===== src/rtl/can_stuff_pkg.sv =====
package can_stuff_pkg;

    // Number of equal levels after which a complement bit is due.
    localparam int unsigned STUFF_RUN_DEFAULT = 5;

    // Bus levels in NRZ form.
    typedef enum logic {
        LVL_DOMINANT  = 1'b0,
        LVL_RECESSIVE = 1'b1
    } bus_level_e;

    // Next run length: restart at one, or extend the current run.
    function automatic int unsigned run_advance(input int unsigned cur, input logic restart);
        return restart ? 1 : cur + 1;
    endfunction

endpackage


===== src/rtl/can_stuff_tx.sv =====
module can_stuff_tx
    import can_stuff_pkg::*;
#(
    parameter int unsigned RUN_LEN = STUFF_RUN_DEFAULT
) (
    input  logic clk,
    input  logic rst_n,
    input  logic in_valid,
    output logic in_ready,
    input  logic in_bit,
    input  logic in_en,
    input  logic in_sof,
    output logic out_valid,
    input  logic out_ready,
    output logic out_bit
);
    localparam int unsigned CNT_W = $clog2(RUN_LEN + 1);

    typedef struct packed {
        logic [CNT_W-1:0] cnt;
        logic             last;
        logic             owe;
    } tx_state_t;

    tx_state_t st_d, st_q;
    logic      take_in;
    logic      restart;

    always_comb begin
        st_d     = st_q;
        in_ready = !st_q.owe && out_ready;
        out_valid = st_q.owe || in_valid;
        out_bit  = st_q.owe ? ~st_q.last : in_bit;
        take_in  = in_valid && in_ready;
        restart  = in_sof || (st_q.cnt == '0) || (in_bit != st_q.last);

        if (st_q.owe) begin
            if (out_ready) begin
                st_d.owe  = 1'b0;
                st_d.cnt  = CNT_W'(1);
                st_d.last = ~st_q.last;
            end
        end else if (take_in) begin
            if (!in_en) begin
                st_d.cnt = '0;
                st_d.owe = 1'b0;
            end else begin
                st_d.cnt  = CNT_W'(run_advance(32'(st_q.cnt), restart));
                st_d.last = in_bit;
                st_d.owe  = (st_d.cnt == CNT_W'(RUN_LEN));
            end
        end
    end

    always_ff @(posedge clk or negedge rst_n) begin
        if (!rst_n) begin
            st_q <= '{cnt: '0, last: LVL_RECESSIVE, owe: 1'b0};
        end else begin
            st_q <= st_d;
        end
    end

endmodule


===== src/rtl/can_stuff_rx.sv =====
module can_stuff_rx
    import can_stuff_pkg::*;
#(
    parameter int unsigned RUN_LEN = STUFF_RUN_DEFAULT
) (
    input  logic clk,
    input  logic rst_n,
    input  logic in_valid,
    output logic in_ready,
    input  logic in_bit,
    input  logic in_en,
    input  logic in_sof,
    output logic out_valid,
    input  logic out_ready,
    output logic out_bit,
    output logic stuff_err
);
    localparam int unsigned CNT_W = $clog2(RUN_LEN + 1);

    typedef struct packed {
        logic [CNT_W-1:0] cnt;
        logic             last;
        logic             expect_stuff;
        logic             err;
    } rx_state_t;

    rx_state_t st_d, st_q;
    logic      dropping;
    logic      take_in;
    logic      restart;

    always_comb begin
        st_d      = st_q;
        st_d.err  = 1'b0;
        dropping  = st_q.expect_stuff && in_en && !in_sof;
        in_ready  = dropping ? 1'b1 : out_ready;
        out_valid = in_valid && !dropping;
        out_bit   = in_bit;
        take_in   = in_valid && in_ready;
        restart   = (st_q.cnt == '0) || (in_bit != st_q.last);

        if (take_in) begin
            if (!in_en) begin
                st_d.cnt          = '0;
                st_d.expect_stuff = 1'b0;
            end else if (in_sof) begin
                st_d.cnt          = CNT_W'(1);
                st_d.last         = in_bit;
                st_d.expect_stuff = 1'b0;
            end else if (st_q.expect_stuff) begin
                st_d.expect_stuff = 1'b0;
                if (in_bit == st_q.last) begin
                    st_d.err = 1'b1;
                    st_d.cnt = '0;
                end else begin
                    st_d.cnt  = CNT_W'(1);
                    st_d.last = in_bit;
                end
            end else begin
                st_d.cnt          = CNT_W'(run_advance(32'(st_q.cnt), restart));
                st_d.last         = in_bit;
                st_d.expect_stuff = (st_d.cnt == CNT_W'(RUN_LEN));
            end
        end
    end

    assign stuff_err = st_q.err;

    always_ff @(posedge clk or negedge rst_n) begin
        if (!rst_n) begin
            st_q <= '{cnt: '0, last: LVL_RECESSIVE, expect_stuff: 1'b0, err: 1'b0};
        end else begin
            st_q <= st_d;
        end
    end

endmodule


===== src/rtl/can_stuff_codec.sv =====
module can_stuff_codec
    import can_stuff_pkg::*;
#(
    parameter int unsigned RUN_LEN = STUFF_RUN_DEFAULT
) (
    input  logic clk,
    input  logic rst_n,
    input  logic tx_in_valid,
    output logic tx_in_ready,
    input  logic tx_in_bit,
    input  logic tx_in_en,
    input  logic tx_in_sof,
    output logic tx_out_valid,
    input  logic tx_out_ready,
    output logic tx_out_bit,
    input  logic rx_in_valid,
    output logic rx_in_ready,
    input  logic rx_in_bit,
    input  logic rx_in_en,
    input  logic rx_in_sof,
    output logic rx_out_valid,
    input  logic rx_out_ready,
    output logic rx_out_bit,
    output logic rx_stuff_err
);

    can_stuff_tx #(.RUN_LEN(RUN_LEN)) u_tx (
        .clk       (clk),
        .rst_n     (rst_n),
        .in_valid  (tx_in_valid),
        .in_ready  (tx_in_ready),
        .in_bit    (tx_in_bit),
        .in_en     (tx_in_en),
        .in_sof    (tx_in_sof),
        .out_valid (tx_out_valid),
        .out_ready (tx_out_ready),
        .out_bit   (tx_out_bit)
    );

    can_stuff_rx #(.RUN_LEN(RUN_LEN)) u_rx (
        .clk       (clk),
        .rst_n     (rst_n),
        .in_valid  (rx_in_valid),
        .in_ready  (rx_in_ready),
        .in_bit    (rx_in_bit),
        .in_en     (rx_in_en),
        .in_sof    (rx_in_sof),
        .out_valid (rx_out_valid),
        .out_ready (rx_out_ready),
        .out_bit   (rx_out_bit),
        .stuff_err (rx_stuff_err)
    );

endmodule


===== config.mk =====
export PLATFORM = sky130hd
export DESIGN_NAME = can_stuff_codec
export DESIGN_NICKNAME = d
export VERILOG_FILES = /design/src/rtl/can_stuff_pkg.sv /design/src/rtl/can_stuff_tx.sv /design/src/rtl/can_stuff_rx.sv /design/src/rtl/can_stuff_codec.sv
export SDC_FILE = /design/constraint.sdc
export NUM_CORES = 1
export LEC_CHECK = 0
export ABC_CLOCK_PERIOD_IN_PS = 1400
export BUFFER_PORTS_ARGS = -buffer_cell sky130_fd_sc_hd__clkbuf_2
export CAP_MARGIN = 20
export CORE_MARGIN = 1.5
export CORE_UTILIZATION = 41
export DETAILED_ROUTE_END_ITERATION = 12
export GPL_TIMING_DRIVEN = 0
export PLACE_DENSITY = 0.76
export SKIP_LAST_GASP = 1
export SYNTH_ARGS = -nofsm -noshare
export SYNTH_HDL_FRONTEND = slang
export SYNTH_HIERARCHICAL = 1
export SYNTH_SLANG_ARGS = --single-unit

===== constraint.sdc =====
create_clock -name clk -period 1.4 [get_ports clk]
set_input_delay 0.35 -clock clk [delete_from_list [all_inputs] [get_ports clk]]
set_output_delay 0.35 -clock clk [all_outputs]
set_load 0.01 [all_outputs]

==> reports/results.tsv <==
metric	value	unit
peak_clock_frequency_supported_by_timing	658	MHz
layoutNonFillerInstCount	121	
drt_first_pass_iters	8	
final.setup.worst_slack	-121	ps
num_vias	641	
final-setup-viol-count	4	
yosysTopAreaCell	dfrtp_1	
post_drt_wl_per_cell	12.4	um
max_slew.worst_pin.slew	377	ps
synth-edff-count	0	
drv.max_cap_violation_count	0	
cts-buffers-inserted	3	
seqCellArea	279	um^2
dpl.hpwl	1050	um
die_x	44.7	um
synth_warnings	6	
yosysSeqAreaShare	38.9	%
cts.reportedPaths.clkPinSlew	70	ps
fin_nets	122	
post_synthesis_async_set_or_reset_flop_share	100	%
tritoncts	yes	
antenna_found_initial	0	
drt.antenna.violating_nets	0	
cp.buffers_inverters	2	
row_count	14	
die_h	44.7	um
grt.overflow.total	0	
track_usage	17.3	%
gp_congestion	0.774	
wire_length_of_the_first_global_routing_pass	2460	um
violations	DRC, setup timing	
dp_cells	108	
syn_area	713	um^2
r2r.worst_path.cells	5	
start_util	45.7	%
relSlewSlack	74.6	%
crit_required	1050	ps
yosysMostFrequentCell	dfrtp_1	
min_delay_path_depth	2	
critical-path-max-stage-delay	380	ps
worst_setup_path_start_kind	flip-flop	
core-area	0.00156	mm^2
holdPathEnd	u_rx/stuff_err	
drtIter0Drc	9	
status	finished, violations left	
post_synthesis_cell_type_count	33	
yosysTopAreaCellShare	31.6	%
hp-class	input pin to flip-flop	
dieArea	0.00200	mm^2
reg2reg_setup_slack	10	ps
timing.critical_path.arrival	1170	ps
unrepaired_setup_endpoints_after_global_routing	true	
timing_max_transition_violations_final	0	
power_density	793	mW/mm^2
clock_skew	1.85	ps
syn_inst	74	
post-route-min-period	1520	ps
synth_top_cells_by_area	dfrtp_1 (32%), dfstp_2 (7.4%), ha_1 (7.0%), inv_1 (3.7%), nand2_1 (3.7%)	
hp-start	rx_in_sof	
crit_path_end_kind	primary output	
antenna_cells_inserted	0	
routed_wl	1500	um
postSynthAreaPerCell	9.64	um^2
cts_root_buf	clkbuf_4	
vias_in_the_first_global_route	608	
layout_overhead_on_the_synthesized_area	36.1	%
clock_latency	260	ps
total_leakage_power	0.459	nW
r2r-start	u_tx/st_q[0]	
cpMaxStageDelayCell	dfrtp_1	
grt_max_degree	12	
worstSetupPathDepth	4	
post_route_cells_drive_above_1_share	42.9	%
drc	2	
fin_setup_tns	-307	ps
mappedNetlistNets	90	
cp_cell_sequence	and3b_1 > buf_4 > nor2b_1 > buf_2	
timing.final.hold_violations	0	
synth-main-ff-cell	dfrtp_1	
clock_sinks	11	
timing.final.crit_share	109	%
area_used_by_multi_input_combinational_logic	435	um^2
power.ir.vdd_worst	0.000437	V
portBuffers	18	
critPathTopFamily	flip-flops	
reg2reg_to	u_tx/st_q[4]	
post_synth_most_frequent_cells	dfrtp_1 (9), inv_1 (7), nand2_1 (7)	
worstPathMaxFanout	2	
path_class	flip-flop to primary output	
fill_cells	127	
h-tree-depth	1	
total_power	0.000770	W
floorplan.io_pins	19	
viasPerCell	5.30	
number_of_flip_flops_and_latches_in_the_synthesized_netlist	11	
timing.hold.ws	333	ps
clk_path_buf_depth	2	
==> worst reg2reg max path, delay by kind of cell (launching register included) <==
kind,cells,cell delay (ps)
flops,1,440
mux,1,140
buf+inv,1,160
compound gates,1,120
simple gates,2,460
==> flip-flops by register name, indices dropped and copies added (netlist names) <==
signal and cells:
u_rx/stuff_err 1, u_rx/st_q 5, u_tx/st_q 5
==> routing by layer <==
metal / part of all wire (%) / GRT usage [%] / up-vias
met3: 4.5 / 2.40 / 2
li1: - / - / 326
met4: 0.73 / 10.9 / 0
met2: 51 / 28.4 / 16
met5: 0 / 0 / -
met1: 43 / 21.4 / 297
==> layout by cell type, fill, tap and decap left out, types with 3 or more instances in the layout <==
cell type,instances
buf_4,8
buf_6,3
clkbuf_2,14
nand2_1,7
dfrtp_1,8
inv_1,5
clkbuf_4,3
a21oi_1,3
ha_1,3
o21ai_0,4
nor2b_1,4
==> power by group <==
group          switching (W)  internal (W)  total [W]  leakage (nW)
Clock               0.000101      0.000110   0.000212        0.0150
Sequential         0.0000166      0.000343   0.000359         0.140
Combinational       0.000101     0.0000983   0.000199         0.304
Total               0.000219      0.000551   0.000770         0.459
==> final cells by class <==
cell class	instances	share of cell area, %
Clock buffer	4	2.71
Inverter	7	2.71
Multi-Input combinational cell	55	44.8
Buffer	1	0.773
Tap cell	16	2.06
Sequential cell	11	28.7
Timing Repair Buffer	27	18.2
==> how the worst max path moves through the flow <==
stage	startpoint	end
floorplan	u_tx/st_q[2]	u_tx/st_q[4]
global placement	u_tx/st_q[2]	u_tx/st_q[4]
detailed placement	u_tx/st_q[2]	u_tx/st_q[4]
CTS	u_rx/st_q[1]	rx_out_valid
global route	u_rx/st_q[1]	rx_out_valid
finish	u_rx/st_q[1]	rx_out_valid
==> logic make-up (layout without fill, tap and decap cells) <==
kind of cell	Yosys count	after routing	synth area share (%)
mux	3	3	4.39
compound gates	16	16	15.6
flops	11	11	38.9
fa+ha+maj	4	4	7.02
buf+inv	8	39	4.74
simple gates	28	28	24.4
xor+xnor	4	4	4.91
==> metrics by stage <==
step | cell area [um^2] | setup WS (ps) | util, %
2_1_floorplan | 713 | 38.4 | -
3_3_place_gp | 823 | -95.6 | 52.8
3_5_place_dp | 823 | -143 | 52.8
4_1_cts | 943 | -140 | 60.5
5_1_grt | 971 | -178 | 62.3
6_report | 971 | -121 | 62.3
==> what timing repair did <==
item | in CTS | in global routing
endpoints found under the hold margin | 9 | 0
hold buffers | 1 | 0
resized for setup | 8 | 9
pin swaps | 5 | 3
buffers inserted | 7 | 1
endpoints found under the setup margin | 8 | 10
(Power assumes the default switching activity.)
